**config.mk**
```make
export PLATFORM = sky130hd
export DESIGN_NAME = wb_slot_alloc
export DESIGN_NICKNAME = d
export VERILOG_FILES = /design/src/rtl/wbs_pkg.sv /design/src/rtl/wbs_row_pick.sv /design/src/rtl/wbs_sb_decode.sv /design/src/rtl/wb_slot_alloc.sv
export SDC_FILE = /design/constraint.sdc
export NUM_CORES = 1
export LEC_CHECK = 0
export BUFFER_PORTS_ARGS = -buffer_cell sky130_fd_sc_hd__buf_2
export CORE_AREA = 2 2 168 203
export CTS_BUF_LIST = sky130_fd_sc_hd__clkbuf_4
export CTS_CLUSTER_SIZE = 40
export DETAILED_ROUTE_END_ITERATION = 8
export DIE_AREA = 0 0 170 205
export GPL_TIMING_DRIVEN = 0
export HOLD_SLACK_MARGIN = 0.06
export SLEW_MARGIN = 20
export SYNTH_ARGS = -nofsm -noshare
export SYNTH_HDL_FRONTEND = slang
export SYNTH_SLANG_ARGS = --single-unit
```
**constraint.sdc**
```tcl
create_clock -name clk -period 7.45 [get_ports clk]
set_input_delay 0.745 -clock clk [delete_from_list [all_inputs] [get_ports clk]]
set_output_delay 0.745 -clock clk [all_outputs]
set_load 0.02 [all_outputs]
```
**src/rtl/wbs_pkg.sv**
```systemverilog
package wbs_pkg;

    typedef struct packed {
        logic done;
        logic fault;
        logic killed;
    } wbs_flags_t;

    // Clean completion: may release its destination registers
    function automatic logic wbs_ready(wbs_flags_t f);
        return f.done & ~f.fault & ~f.killed;
    endfunction

endpackage

```
**src/rtl/wbs_row_pick.sv**
```systemverilog
module wbs_row_pick #(
    parameter int DEPTH  = 4,
    parameter int WB_W   = 2,
    parameter int ROW_W  = 2,
    parameter int CNT_W  = 2,
    parameter int SLOT_W = 1
) (
    input  logic                             clk,
    input  logic                             rst_n,
    input  logic                             req,
    input  logic [ROW_W-1:0]                 hd,
    input  logic [ROW_W-1:0]                 lat,
    input  logic [DEPTH-1:0][CNT_W-1:0]      cnt_in,
    output logic                             found,
    output logic [ROW_W-1:0]                 row,
    output logic [SLOT_W-1:0]                slot,
    output logic [DEPTH-1:0][CNT_W-1:0]      cnt_out
);
    localparam logic [ROW_W-1:0] ONE_ROW = ROW_W'(1);
    localparam logic [ROW_W-1:0] LAST    = ROW_W'(DEPTH - 1);
    localparam logic [CNT_W-1:0] FULL    = CNT_W'(WB_W);

    logic [ROW_W-1:0] eff;
    logic [ROW_W-1:0] r;

    // Scan rows ahead of the head, starting at the latency offset
    always_comb begin
        eff     = (lat == '0) ? ONE_ROW : lat;
        found   = 1'b0;
        row     = hd;
        slot    = '0;
        r       = hd;
        cnt_out = cnt_in;
        for (int off = 1; off < DEPTH; off++) begin
            r = hd + ROW_W'(off);
            if (!found && (ROW_W'(off) >= eff) && (cnt_in[r] < FULL)) begin
                found = 1'b1;
                row   = r;
                slot  = cnt_in[r][SLOT_W-1:0];
            end
        end
        if (req && found) begin
            cnt_out[row] = cnt_in[row] + CNT_W'(1);
        end
    end


    stall_full_chk: assert property (@(posedge clk) disable iff (!rst_n)
        (req && !found) |-> (cnt_in[hd + LAST] == FULL));

endmodule

```
**src/rtl/wbs_sb_decode.sv**
```systemverilog
module wbs_sb_decode #(
    parameter int WB_W  = 2,
    parameter int NDEST = 2,
    parameter int REG_W = 5,
    parameter int NREGS = 32
) (
    input  logic                                    clk,
    input  logic                                    rst_n,
    input  logic [WB_W-1:0]                         ok,
    input  logic [WB_W-1:0][NDEST-1:0]              dvld,
    input  logic [WB_W-1:0][NDEST-1:0][REG_W-1:0]   dreg,
    output logic [NREGS-1:0]                        sb_set
);
    always_comb begin
        sb_set = '0;
        for (int s = 0; s < WB_W; s++) begin
            for (int d = 0; d < NDEST; d++) begin
                if (ok[s] && dvld[s][d]) begin
                    sb_set[dreg[s][d]] = 1'b1;
                end
            end
        end
    end


    sb_needs_ok_chk: assert property (@(posedge clk) disable iff (!rst_n)
        (sb_set != '0) |-> (ok != '0));

endmodule

```
**src/rtl/wb_slot_alloc.sv**
```systemverilog
module wb_slot_alloc
    import wbs_pkg::*;
#(
    parameter int DEPTH = 4,
    parameter int WB_W  = 2,
    parameter int NCMP  = 3,
    parameter int NDEST = 2,
    parameter int TAG_W = 6,
    parameter int NREGS = 32
) (
    input  logic                                          clk,
    input  logic                                          rst_n,
    input  logic [NCMP-1:0]                               fin_vld,
    input  logic [NCMP-1:0][TAG_W-1:0]                    fin_tag,
    input  logic [NCMP-1:0][$clog2(DEPTH)-1:0]            fin_lat,
    input  logic [NCMP-1:0]                               fin_done,
    input  logic [NCMP-1:0]                               fin_fault,
    input  logic [NCMP-1:0]                               fin_killed,
    input  logic [NCMP-1:0][NDEST-1:0]                    fin_dvld,
    input  logic [NCMP-1:0][NDEST-1:0][$clog2(NREGS)-1:0] fin_dreg,
    output logic [NCMP-1:0]                               fin_stall,
    output logic [WB_W-1:0]                               cmt_vld,
    output logic [WB_W-1:0][TAG_W-1:0]                    cmt_tag,
    output logic [WB_W-1:0]                               cmt_ok,
    output logic [NREGS-1:0]                              sb_set
);
    localparam int ROW_W  = $clog2(DEPTH);
    localparam int CNT_W  = $clog2(WB_W + 1);
    localparam int SLOT_W = (WB_W > 1) ? $clog2(WB_W) : 1;
    localparam int REG_W  = $clog2(NREGS);

    typedef struct packed {
        logic [TAG_W-1:0]                  tag;
        wbs_flags_t                        flg;
        logic [NDEST-1:0]                  dvld;
        logic [NDEST-1:0][REG_W-1:0]       dreg;
    } ent_t;

    typedef struct packed {
        logic [ROW_W-1:0]                  hd;
        logic [DEPTH-1:0][CNT_W-1:0]       cnt;
        ent_t [DEPTH-1:0][WB_W-1:0]        ent;
    } state_t;

    state_t st_d, st_q;

    logic [DEPTH-1:0][CNT_W-1:0] cnt_ch [NCMP+1];
    logic [NCMP-1:0]             hit;
    logic [ROW_W-1:0]            prow  [NCMP];
    logic [SLOT_W-1:0]           pslot [NCMP];
    ent_t                        fin_ent [NCMP];

    assign cnt_ch[0] = st_q.cnt;

    // One picker per lane; each sees the counts left by the lanes before it
    for (genvar l = 0; l < NCMP; l++) begin : g_lane
        assign fin_ent[l].tag  = fin_tag[l];
        assign fin_ent[l].flg  = '{done: fin_done[l], fault: fin_fault[l], killed: fin_killed[l]};
        assign fin_ent[l].dvld = fin_dvld[l];
        assign fin_ent[l].dreg = fin_dreg[l];

        wbs_row_pick #(
            .DEPTH (DEPTH),
            .WB_W  (WB_W),
            .ROW_W (ROW_W),
            .CNT_W (CNT_W),
            .SLOT_W(SLOT_W)
        ) u_pick (
            .clk    (clk),
            .rst_n  (rst_n),
            .req    (fin_vld[l]),
            .hd     (st_q.hd),
            .lat    (fin_lat[l]),
            .cnt_in (cnt_ch[l]),
            .found  (hit[l]),
            .row    (prow[l]),
            .slot   (pslot[l]),
            .cnt_out(cnt_ch[l+1])
        );

        assign fin_stall[l] = fin_vld[l] & ~hit[l];
    end

    // Next state: drain and clear head row, store accepted lanes
    always_comb begin
        st_d                = st_q;
        st_d.hd             = st_q.hd + ROW_W'(1);
        st_d.cnt            = cnt_ch[NCMP];
        st_d.cnt[st_q.hd]   = '0;
        st_d.ent[st_q.hd]   = '0;
        for (int l = 0; l < NCMP; l++) begin
            if (fin_vld[l] && hit[l]) begin
                st_d.ent[prow[l]][pslot[l]] = fin_ent[l];
            end
        end
    end

    always_ff @(posedge clk or negedge rst_n) begin
        if (!rst_n) begin
            st_q <= '0;
        end else begin
            st_q <= st_d;
        end
    end

    // Head row read-out
    ent_t [WB_W-1:0]                        hrow;
    logic [WB_W-1:0][NDEST-1:0]             h_dvld;
    logic [WB_W-1:0][NDEST-1:0][REG_W-1:0]  h_dreg;

    assign hrow = st_q.ent[st_q.hd];

    always_comb begin
        for (int s = 0; s < WB_W; s++) begin
            cmt_vld[s] = CNT_W'(s) < st_q.cnt[st_q.hd];
            cmt_tag[s] = hrow[s].tag;
            cmt_ok[s]  = cmt_vld[s] & wbs_ready(hrow[s].flg);
            h_dvld[s]  = hrow[s].dvld;
            h_dreg[s]  = hrow[s].dreg;
        end
    end

    wbs_sb_decode #(
        .WB_W (WB_W),
        .NDEST(NDEST),
        .REG_W(REG_W),
        .NREGS(NREGS)
    ) u_sb (
        .clk   (clk),
        .rst_n (rst_n),
        .ok    (cmt_ok),
        .dvld  (h_dvld),
        .dreg  (h_dreg),
        .sb_set(sb_set)
    );


    head_step_chk: assert property (@(posedge clk) disable iff (!rst_n)
        1'b1 |=> (st_q.hd == $past(st_q.hd) + ROW_W'(1)));


    drained_clear_chk: assert property (@(posedge clk) disable iff (!rst_n)
        1'b1 |=> (st_q.cnt[$past(st_q.hd)] == '0));


    lane0_grow_chk: assert property (@(posedge clk) disable iff (!rst_n)
        (fin_vld[0] && hit[0]) |=> (st_q.cnt[$past(prow[0])] != $past(st_q.cnt[prow[0]])));


    cmt_prefix_chk: assert property (@(posedge clk) disable iff (!rst_n)
        !cmt_vld[0] |-> (cmt_vld == '0));


    row_bound_chk: assert property (@(posedge clk) disable iff (!rst_n)
        st_q.cnt[st_q.hd] <= CNT_W'(WB_W));

endmodule

```
Word-level counts from Yosys, hierarchy flattened
Cells that the tools add are included.
{"block": "op_classes", "eq_ne": 0, "shifts": 0, "reduce_logical": 42, "mux": 104, "n_lt_le_gt_ge": 45, "n_addsub": 6, "multipliers": 0, "bitwise": 23, "div": 0}
{"operator": "$bwmux W168", "n": 3}
{"operator": "$mux W168", "n": 3}
{"operator": "$demux W42 S2", "n": 4}
{"operator": "$mux W42", "n": 5}
{"operator": "$and A168 B168 Y168", "n": 1}
{"operator": "$not A168 Y168", "n": 1}
{"operator": "$mux W32", "n": 4}
{"operator": "$or A32 B32 Y32", "n": 3}
{"operator": "$bmux W42 S2", "n": 1}
{"operator": "$demux W21 S1", "n": 3}
{"operator": "$mux W21", "n": 3}
{"operator": "$mux W2", "n": 29}
{"operator": "$bmux W2 S2", "n": 13}
{"operator": "$logic_and A1 B1 Y1", "n": 33}
{"operator": "$bwmux W8", "n": 3}
{"operator": "$lt A5 B6 Y1 const B", "n": 4}
{"operator": "$mux W8", "n": 3}
{"operator": "$mux W1", "n": 22}
{"operator": "$lt A2 B3 Y1 const B", "n": 7}
{"operator": "$demux W1 S5", "n": 4}
{"operator": "$ge A5 B1 Y1 const B", "n": 4}
{"operator": "$lt A2 B2 Y1 const B", "n": 9}
{"operator": "$demux W2 S2", "n": 4}
{"operator": "$ge A2 B2 Y1 const A", "n": 6}
{"operator": "13 further kinds", "n": 48}
{"block": "totals", "output_inout_bits": 51, "elab_cells": 281, "memories": 0, "rom_bits": 0, "regBits": 178, "latchBits": 0, "ramBits": 0}

Longest topological paths before layout
Gate-level depths: netlist of the first run.
{"block": "logic_depth", "depth_word": 60, "mapped_depth": 24}

By module
From an unflattened synthesis of the first run, not the netlist that was laid out.
{"block": "unflattened", "cells_unflattened": 1859, "hier_area_um2": 15357.2}
{"module": "wb_slot_alloc", "area_each_um2": 12698.4, "cells_per_inst": 1531, "seq_area_each_um2": 4454.3, "instances": 1}
{"module": "wbs_sb_decode", "area_each_um2": 974.7, "cells_per_inst": 127, "seq_area_each_um2": 0.0, "instances": 1}
{"module": "wbs_row_pick (g_lane[2].u_pick)", "area_each_um2": 576.8, "cells_per_inst": 65, "seq_area_each_um2": 0.0, "instances": 1}
{"module": "wbs_row_pick (g_lane[0].u_pick)", "area_each_um2": 574.3, "cells_per_inst": 65, "seq_area_each_um2": 0.0, "instances": 1}
{"module": "wbs_row_pick (g_lane[1].u_pick)", "area_each_um2": 533.0, "cells_per_inst": 71, "seq_area_each_um2": 0.0, "instances": 1}

Worst setup path before layout of the first run
Ideal clock, no wire load.
{"block": "synth_timing", "kind": "register to register", "start": "register st_q[176] (netlist name)", "end": "register st_q[148] (netlist name)", "stages_incl_launch_ff": 21, "synth_period_minus_slack_ps": 6122, "path_buffers": 5, "setup_slack_ps": 1328, "arrival_ps": 5995, "t_required_ps": 7322, "path_cell_list": "dfrtp_1 buf_6 inv_1 clkbuf_1 ha_1 clkbuf_1 mux4_2 a21o_1 and4bb_1 o211ai_1 a221o_1 or4_1 a31o_1 and3b_1 mux2_2 mux4_2 a211oi_2 or4b_1 clkbuf_1 buf_2 mux2_1"}
{"item": "start: declaration", "line": "wb_slot_alloc.sv:45", "rtl": "state_t st_d, st_q;"}
{"item": "start signal: assignment", "line": "wb_slot_alloc.sv:102", "rtl": "st_q <= st_d;"}

Final worst setup path of the first run
{"block": "layout_timing", "start": "register st_q[176] (netlist name)", "end": "output fin_stall[1]"}
{"block": "layout_between", "elab_chain_cells": 35, "word_cells_on_any_way": 57, "cone_classes": "add/sub (4); order compare (8); mux (27); bitwise (2); reduce/logical (16)"}
{"item": "$add A2 B1 Y2", "line": "wbs_row_pick.sv:35", "rtl": "r = hd + ROW_W'(off);"}
{"item": "$bmux W2 S2", "line": "wbs_row_pick.sv:36", "rtl": "if (!found && (ROW_W'(off) >= eff) && (cnt_in[r] < FULL)) begin"}
{"item": "$mux W2 (not written as such)", "line": "wbs_row_pick.sv:36"}
{"item": "$lt A2 B2 Y1", "line": "wbs_row_pick.sv:36"}
{"item": "$logic_and A1 B1 Y1", "line": "wbs_row_pick.sv:36"}
{"item": "$mux W1", "line": "wbs_row_pick.sv:36"}
{"item": "$logic_not A1 Y1", "line": "wbs_row_pick.sv:36"}
{"item": "$logic_and A1 B1 Y1 (2 in series)", "line": "wbs_row_pick.sv:36"}
{"item": "[... 16 more ...]"}
{"item": "$logic_not A1 Y1", "line": "wbs_row_pick.sv:36"}
{"item": "$logic_and A1 B1 Y1 (2 in series)", "line": "wbs_row_pick.sv:36"}
{"item": "$mux W1", "line": "wbs_row_pick.sv:36"}
{"item": "$logic_not A1 Y1", "line": "wbs_row_pick.sv:36"}
{"item": "$logic_and A1 B1 Y1 (2 in series)", "line": "wbs_row_pick.sv:36"}
{"item": "$mux W1 (*)", "line": "wbs_row_pick.sv:36"}
{"item": "$not A1 Y1 (*)", "line": "wb_slot_alloc.sv:81", "rtl": "assign fin_stall[l] = fin_vld[l] & ~hit[l];"}
{"item": "$and A1 B1 Y1 (*)", "line": "wb_slot_alloc.sv:81"}
{"item": "end: declaration", "line": "wb_slot_alloc.sv:21", "rtl": "output logic [NCMP-1:0] fin_stall,"}
Mark *: on every way between the ends. The rest lies on a longest branch, timed or not. The select of a mux whose other input is x is not followed.

==> run metrics, run 1 <==
synthesized instance count=1668; run status=finished clean; CTS Buffer Depth=2; Int Pwr=2.802 mW; #FFs+latches synth=178; DR DRC count=0; Mapped Area=0.01460 mm^2; Final Util=0.4872; total of max-cap violations=0; sw power=2.250 mW; fmax=139.0 MHz; Layout Nets=1855; post-DP HPWL=43.37 mm; worst slew pin tran=1.077 ns; Data required, critical path=6.70 ns; Final Max Tran Viols=0; sequential share of the synthesized area=0.3052; ratio of cells with drive above 1 in the final layout=0.2240; RSZ-0062 raised after global routing=no; Overflow after GRT=0; CTS root buffer=clkbuf_4; WL final=61.49 mm; power per cell area=315.3 mW/mm^2; Syn Area/Cell=8.750 um^2; largest net degree at the start of global routing=88; Slew HR=0.2778; critical setup path kind=register to output port; Sw Ratio=0.4454; H-tree depth=4; vias in the first global route=14360; Tot GR Track Use=0.3533; endpoint class of the critical path=output port; total power=5.052 mW; clock-pin slew on the worst setup and hold paths=0.18 ns; Seq pwr share=0.299; Finished Layout Cells=2204; period utilization=0.9655; clock group share of total power=0.112; Startpoint Class=register; synth warn=0; Die Footprint=0.03485 mm^2; placer congestion estimate=1.043; Leak Pwr=6.544 nW; vias per cell=6.764; worst path arrival time=6.45 ns; Chip Width=170 um; Port Buffers=81; Netlist cell types=84; per-cell routed wire length=27.90 um; Routed Antenna Nets=0; # IOs=125; Worst Hold Class=input pin to register; CTS tree=done; final hold vios=0; fill cell count=3242; vias post-DR=14910; final setup vio count=0; clock skew=0.03130 ns; Max FO, Critical Path=10; Reg area=0.004454 mm^2; Area Overhead vs Synth=9.764%; drt first pass iters=7; CTS sink cnt=178; prevailing post-synth register cell=dfrtp_1; first-pass GRT wire length=91.69 mm; initial antenna violation count=3; Comb pwr share=0.589; Max rail drop VDD=0.0001419 V; Placed Cells=2163; number of enable flip-flop cells after synthesis=0; footprint of the multi-input gates=0.009414 mm^2; initial core utilization=0.4439; worst skew pair latency=0.64 ns; clock buffers created by TritonCTS=17; min Tclk post-route=7.193 ns; Iter 0 DRT Violations=1856; Die Ht=205 um; placement row count=73; syn nets=1746; total core area=0.03288 mm^2; Async S/R FF share, synth=1.000
==> cell type report <==
| cell class | count | share of cell area |
|---|---|---|
| inverter | 16 | 0.003983 |
| tap | 412 | 0.03218 |
| sequential | 178 | 0.2780 |
| timing repair buffer | 90 | 0.03280 |
| antenna | 2 | 0.0003124 |
| buffer | 182 | 0.04873 |
| clock inverter | 15 | 0.008357 |
| multi-input combinational | 1292 | 0.5876 |
| clock buffer | 17 | 0.007966 |
==> state kept, by name (all words and copies together) (netlist names) <==
signal  count
cnt_ch      8
st_q      170
==> path summary, 6_finish.rpt <==
path / slack (ns) / cells past startpoint / startpoint / endpoint
worst min-delay path: 0.49 / 2 / fin_dreg[27] / st_q[154]
max in group asynchronous: 5.79 / 4 / rst_n / st_q[177]
worst max register to register: 0.29 / 22 / st_q[176] / st_q[96]
worst max-delay path: 0.26 / 11 / st_q[176] / fin_stall[1]
min in group asynchronous: 0.53 / 2 / rst_n / st_q[57]
worst min register to register: 0.88 / 4 / st_q[121] / st_q[121]
==> kinds of logic after synthesis <==
| logic type | share of synthesized area |
|---|---|
| and+or+nand+nor | 0.2038 |
| AOI/OAI and AO/OA | 0.2171 |
| muxes | 0.2092 |
| buffers and inverters | 0.05538 |
| DFF | 0.3052 |
| xor gates and xnor gates | 0.006001 |
| adders and majority gates | 0.003429 |
==> metrics by stage <==
step,TNS (ns),setup WS [ns],hold WS [ns],cell area [um^2]
2_1_floorplan,0,1.328,0.4494,14600
6_report,0,0.2573,0.4877,16020
3_5_place_dp,-81.27,-0.6970,0.6259,15590
5_1_grt,0,0.01156,0.4709,16020
3_3_place_gp,-85.41,-0.7237,0.8048,15520
4_1_cts,-1.112,-0.1039,0.4861,15920
==> placed cells by master (no fill, tap or decap), drive strengths merged, types with 4 or more instances in the layout <==
cell type  count
nor2         106
clkinvlp       4
and3           6
nor2b          7
a31oi          9
o21ai        118
or4            4
mux4          40
clkinv         7
buf          154
a311o          7
o22ai         34
a221o         35
dfrtp        178
a21oi        246
inv           19
nand2        144
nand3         14
clkbuf       132
nand3b         4
nand2b        18
nand4          5
and2           7
nor3b        170
a221oi         4
ha             4
nor3          20
mux2i         11
xnor2          7
a21o           5
o211ai        11
o2111ai        4
or2           12
mux2         172
nor4b          7
a211oi         7
==> metal layers <==
layer | share of wire | global-route usage
met2 | 0.46 | 0.5621
met4 | 0.063 | 0.2100
met5 | 0.00039 | 0
met1 | 0.40 | 0.4514
met3 | 0.081 | 0.06028
==> synth_stat cells (5+ instances only) <==
cell	instances	area, um^2
mux2_4	28	420.4
buf_2	29	145.1
and2_1	6	37.54
nor3b_1	170	1276
a211oi_2	5	62.56
nor3_1	19	95.09
nand2_1	144	540.5
a31oi_1	9	56.30
buf_1	36	135.1
a21o_1	5	37.54
inv_1	15	56.30
nand4_1	5	31.28
nor2b_1	7	43.79
o21ai_0	117	585.6
a21oi_1	246	1231
mux4_2	40	900.9
o211ai_1	11	82.58
nand2b_1	18	112.6
dfrtp_1	178	4454
nor4b_1	5	43.79
mux2_1	14	157.7
xnor2_1	5	43.79
o22ai_1	34	212.7
mux2_2	130	1464
or2_2	9	56.30
nand3_1	14	70.07
a311o_1	7	70.07
and3_1	6	37.54
mux2i_1	11	110.1
nor2_1	106	397.9
clkbuf_1	111	416.7
a221o_1	35	350.3
==> worst max-delay path, stage by stage (launching register included) <==
cell	delay (ns)
dfrtp_1	0.42
buf_6	0.17
clkbuf_1	0.47
clkbuf_1	0.47
clkdlybuf4s15_1	0.85
clkbuf_2	0.55
buf_2	0.52
clkbuf_1	0.77
clkdlybuf4s15_2	0.67
nand3_1	0.15
a2111oi_0	0.49
buf_2	0.25
==> power by group through the flow <==
stage | logic [mW] | registers, mW | clock network (mW)
floorplan | 2.11 | 1.44 | 0
global placement | 2.75 | 1.51 | 0
detailed placement | 2.81 | 1.52 | 0
CTS | 2.84 | 1.50 | 0.562
global route | 3.19 | 1.54 | 0.602
finish | 2.98 | 1.51 | 0.563
==> what timing repair did <==
item                       in CTS  in global routing
pin swaps                       0                  3
setup buffers                   0                  6
hold endpoints to repair       31                  0
gates resized for setup        14                 15
setup endpoints to repair     200                215
hold buffers                    1                  0
No activity file was read; power rests on OpenSTA's default activity.
==> run 2: changes to the inputs <==
--- a/config.mk
+++ b/config.mk
@@ -13,6 +13,7 @@
 export DIE_AREA = 0 0 170 205
 export GPL_TIMING_DRIVEN = 0
 export HOLD_SLACK_MARGIN = 0.06
+export REMOVE_ABC_BUFFERS = 1
 export SLEW_MARGIN = 20
 export SYNTH_ARGS = -nofsm -noshare
 export SYNTH_HDL_FRONTEND = slang
==> run metrics, run 2 (synthesized netlist as in run 1, its figures left out) <==
run status=finished clean; Port Buffers=124; placer congestion estimate=0.9049; worst slew pin tran=1.121 ns; Leak Pwr=6.765 nW; CTS tree=done; ratio of cells with drive above 1 in the final layout=0.2771; total core area=0.03288 mm^2; Placed Cells=2079; Tot GR Track Use=0.3051; Top reg by flops=st_q; H-tree depth=4; Chip Width=170 um; Die Ht=205 um; Max rail drop VDD=0.0001039 V; first-pass GRT wire length=80.56 mm; CTS Buffer Depth=2; min Tclk post-route=7.249 ns; Overflow after GRT=0; Routed Antenna Nets=0; max reg flops=170; Area Overhead vs Synth=12.01%; WL final=53.75 mm; clock skew=0.02526 ns; post-DP HPWL=36.11 mm; initial antenna violation count=5; RSZ-0062 raised after global routing=no; critical setup path kind=register to register; Final Max Tran Viols=0; Iter 0 DRT Violations=1343; CTS sink cnt=178; Slew HR=0.2429; PnR worst setup slack=0.2005 ns; worst path arrival time=7.75 ns; Die Footprint=0.03485 mm^2; endpoint class of the critical path=register; # IOs=125; Max FO, Critical Path=48; total of max-cap violations=0; Startpoint Class=register; final hold vios=0; clock-pin slew on the worst setup and hold paths=0.17 ns; drt first pass iters=6; vias post-DR=13980; final setup vio count=0; placement row count=73; worst skew pair latency=0.62 ns; vias per cell=6.587; per-cell routed wire length=25.32 um; largest net degree at the start of global routing=85; pre-CTS setup slack=-0.9363 ns; power per cell area=309.7 mW/mm^2; fmax=137.9 MHz; most frequent cells in the layout=a21oi_1, dfrtp_1, nor3b_1; FF-to-FF setup slack=0.20 ns; vias in the first global route=13440; Data required, critical path=7.95 ns; fill cell count=3050; Worst Hold Class=input pin to register; Layout Nets=1772; Finished Layout Cells=2123; DR DRC count=0; CTS root buffer=clkbuf_4; clock buffers created by TritonCTS=17; commonest non-fill, non-tap cell in the layout=a21oi_1; period utilization=0.9731; initial core utilization=0.4439
==> run 2: repair_timing <==
item / 4_1_cts / 5_1_grt
setup endpoints to repair: 175 / 117
setup buffers: 3 / 3
resized for setup: 8 / 4
hold buffers: 1 / 0
hold endpoints to repair: 21 / 0
gates cloned: 0 / 1
pin swaps: 1 / 3
==> run 2: stage by stage <==
| stage | power [mW] | setup TNS, ns | utilization | cell area, um^2 | hold slack [ns] |
|---|---|---|---|---|---|
| after global placement | 4.181 | -2638.87 | 0.4557 | 14980 | 0.8091 |
| after global routing | 5.372 | 0 | 0.4972 | 16350 | 0.4218 |
| after CTS | 5.000 | 0 | 0.4948 | 16270 | 0.4080 |
| final | 5.063 | 0 | 0.4972 | 16350 | 0.4662 |
| after floorplan | 3.481 | -1020.73 | - | 13850 | 0.4494 |
| after detailed placement | 4.437 | -80.64 | 0.4855 | 15970 | 0.6122 |
==> run 2: path summary, 6_finish.rpt <==
kind,from,to,cells after the start
worst max-delay path,st_q[176],st_q[61],20
worst min-delay path,fin_dreg[26],st_q[153],2
worst max register to register,st_q[176],st_q[61],20
worst min register to register,st_q[153],st_q[153],4
max in group asynchronous,rst_n,st_q[176],3
min in group asynchronous,rst_n,st_q[163],2
==> run 2: where the power goes <==
| part | switching (mW) | internal [mW] | leakage [nW] |
|---|---|---|---|
| combinational | 1.61 | 1.38 | 4.29 |
| sequential | 0.211 | 1.33 | 2.34 |
| clock | 0.366 | 0.172 | 0.141 |
| total | 2.18 | 2.88 | 6.77 |
==> run 2: critical path: stages (launching register included) <==
cell and delay [ns]:
dfrtp_4 0.61, buf_16 0.31, clkinvlp_4 0.20, ha_4 0.46, mux4_2 0.40, a21o_1 0.20
o211a_2 0.32, xnor2_4 0.39, and3_4 0.42, o22a_1 0.34, a31oi_1 0.27, or3_1 0.49
a21o_1 0.24, a221o_1 0.38, and2_1 0.19, a211oi_4 0.61, o211ai_1 0.36, buf_4 0.29
buf_6 0.15, buf_4 0.17, mux2_2 0.27
==> run 2: layer usage <==
layer / GRT usage / wire length [um]
met2: 0.5045 / 25600
met5: 0 / 7
met3: 0.04386 / 3906
met1: 0.3873 / 21460
met4: 0.1603 / 2766
==> run 2: area by class of cell <==
cell class / instances / area (um^2) / area share
Antenna cell: 4 / 10.01 / 0.0006123
Clock inverter: 12 / 91.34 / 0.005587
Clock buffer: 20 / 150.1 / 0.009184
Tap cell: 412 / 515.5 / 0.03153
Multi-Input combinational cell: 1293 / 9578 / 0.5859
Sequential cell: 178 / 4462 / 0.2729
Timing Repair Buffer: 188 / 1476 / 0.09031
Inverter: 16 / 65.06 / 0.003980
==> run 3: changes to the inputs <==
--- a/config.mk
+++ b/config.mk
@@ -6,11 +6,11 @@
 export NUM_CORES = 1
 export LEC_CHECK = 0
 export BUFFER_PORTS_ARGS = -buffer_cell sky130_fd_sc_hd__buf_2
-export CORE_AREA = 2 2 168 203
+export CORE_AREA = 2 2 184 186
 export CTS_BUF_LIST = sky130_fd_sc_hd__clkbuf_4
 export CTS_CLUSTER_SIZE = 40
 export DETAILED_ROUTE_END_ITERATION = 8
-export DIE_AREA = 0 0 170 205
+export DIE_AREA = 0 0 186 188
 export GPL_TIMING_DRIVEN = 0
 export HOLD_SLACK_MARGIN = 0.06
 export REMOVE_ABC_BUFFERS = 1
==> run metrics, run 3 (synthesized netlist as in run 1, its figures left out) <==
CTS sink cnt=178; Final Util=0.4968; Die Ht=188 um; Int Pwr=2.926 mW; Port Buffers=124; drt first pass iters=6; Max rail drop VDD=0.0001170 V; Seq pwr share=0.300; largest net degree at the start of global routing=90; min Tclk post-route=7.221 ns; worst slew pin tran=1.264 ns; clock buffers created by TritonCTS=17; Chip Width=186 um; Max FO, Critical Path=24; placement row count=67; Top reg by flops=st_q; fmax=138.5 MHz; CTS tree=done; DR DRC count=0; vias in the first global route=13140; Overflow after GRT=0; minimum hold slack=0.4649 ns; Die Footprint=0.03497 mm^2; worst skew pair latency=0.61 ns; final hold vios=0; initial core utilization=0.4408; Layout Nets=1771; Worst Hold Class=input pin to async pin; cell mode on critical path=mux4_2; most frequent cells in the layout=a21oi_1, dfrtp_1, nor3b_1; Sw Ratio=0.4262; period utilization=0.9692; WL final=52.08 mm; worst path arrival time=7.71 ns; # IOs=125; crit-path cells=clkinv_2 -> ha_4 -> mux4_2 -> a21o_1 -> o211a_2 -> xnor2_4 -> and3_4 -> o22a_1 -> nand2_1 -> o211ai_1 -> o21ai_0 -> mux4_2 -> a211oi_2 -> a211oi_4 -> or4b_2 -> buf_16 -> mux2_1; vias per cell=6.416; placer congestion estimate=0.9295; ratio of cells with drive above 1 in the final layout=0.2790; Iter 0 DRT Violations=1092; crit-path max cell delay=0.99 ns; Leak Pwr=6.765 nW; Startpoint Class=register; H-tree depth=4; CP max-delay cell=or4b_2; run status=finished clean; total of max-cap violations=0; commonest non-fill, non-tap cell in the layout=a21oi_1; clock skew=0.02986 ns; CTS root buffer=clkbuf_4; CP bufs+invs=2; Slew HR=0.1469; endpoint class of the critical path=register; sw power=2.173 mW; final setup vio count=0; first-pass GRT wire length=78.96 mm; Routed Antenna Nets=0; clock group share of total power=0.114; Top delay family on crit path=compound AO/OA/AOI/OAI gates; Area Overhead vs Synth=12.70%; Comb pwr share=0.586; max reg flops=170; CTS Buffer Depth=2; power per cell area=310.0 mW/mm^2; Data required, critical path=7.94 ns; critical setup path kind=register to register; vias post-DR=13850; total core area=0.03311 mm^2; Final Max Tran Viols=0; post-DP HPWL=35.40 mm; clock-pin slew on the worst setup and hold paths=0.17 ns; per-cell routed wire length=24.12 um; Tot GR Track Use=0.2953; initial antenna violation count=6
## run 3: cell types whose count changed in the layout (fill, tap and decap cells not counted), moves of 2 or more
cell,before,now
buf_6,6,10
buf_4,35,31
clkinvlp_4,1,5
buf_16,10,12
clkinv_1,4,1
## run 3: cell type report
class | count | area (um^2)
Antenna cell | 5 | 12.51
Clock buffer | 19 | 142.6
Clock inverter | 13 | 135.1
Fill cell | 3125 | 16660
Inverter | 16 | 65.06
Multi-Input combinational cell | 1292 | 9570
Sequential cell | 178 | 4462
Tap cell | 448 | 560.5
Timing Repair Buffer | 188 | 1501
## run 3: path summary, 6_finish.rpt
path | to | from | slack, ns | cells past startpoint
setup reg to reg | st_q[150] | st_q[177] | 0.23 | 17
max in group asynchronous | st_q[176] | rst_n | 5.84 | 4
hold / removal | st_q[4] | rst_n | 0.46 | 2
hold reg to reg | st_q[92] | st_q[92] | 0.86 | 4
min in group clk | st_q[152] | fin_dreg[25] | 0.48 | 2
setup / recovery | st_q[150] | st_q[177] | 0.23 | 17
## run 3: power by group through the flow
stage / Sequential (mW) / Clock [mW] / Combinational [mW]
after floorplan: 1.46 / 0 / 2.02
after global placement: 1.53 / 0 / 2.65
after detailed placement: 1.54 / 0 / 2.89
after CTS: 1.52 / 0.586 / 2.90
after global routing: 1.56 / 0.624 / 3.22
final: 1.53 / 0.579 / 2.99
## run 3: layer usage
metal / vias to the layer above / GRT usage / part of all wire
met4: 2 / 0.1033 / 0.031
met1: 6783 / 0.4119 / 0.42
li1: 6252 / - / -
met5: - / 0 / 0.00013
met3: 123 / 0.03709 / 0.079
met2: 693 / 0.4710 / 0.47
## run 3: worst register-to-register path, cell delays in order, from the launching register on
cell	delay, ns
dfrtp_4	0.70
clkinv_2	0.34
ha_4	0.52
mux4_2	0.39
a21o_1	0.20
o211a_2	0.33
xnor2_4	0.34
and3_4	0.44
o22a_1	0.35
nand2_1	0.13
o211ai_1	0.54
o21ai_0	0.22
mux4_2	0.54
a211oi_2	0.33
a211oi_4	0.14
or4b_2	0.99
buf_16	0.29
mux2_1	0.34
## run 3: metrics by stage
step / setup TNS [ns] / instance area [um^2] / worst slack (ns) / power [mW] / cells
5_1_grt: -0.008728 / 16450 / -0.005298 / 5.412 / 2159
3_5_place_dp: -15.21 / 16060 / -0.4426 / 4.431 / 2116
3_3_place_gp: -2613.30 / 15030 / -15.45 / 4.175 / 2058
2_1_floorplan: -1020.73 / 13850 / -6.031 / 3.481 / 1486
6_report: 0 / 16450 / 0.2292 / 5.099 / 2159
4_1_cts: 0 / 16360 / 0.04664 / 5.006 / 2150
## run 3: timing repair
item	CTS	global route
gates resized for setup	4	7
pin swaps	0	2
hold buffers	1	0
buffers inserted	1	4
hold endpoints to repair	4	0
endpoints found under the setup margin	118	108
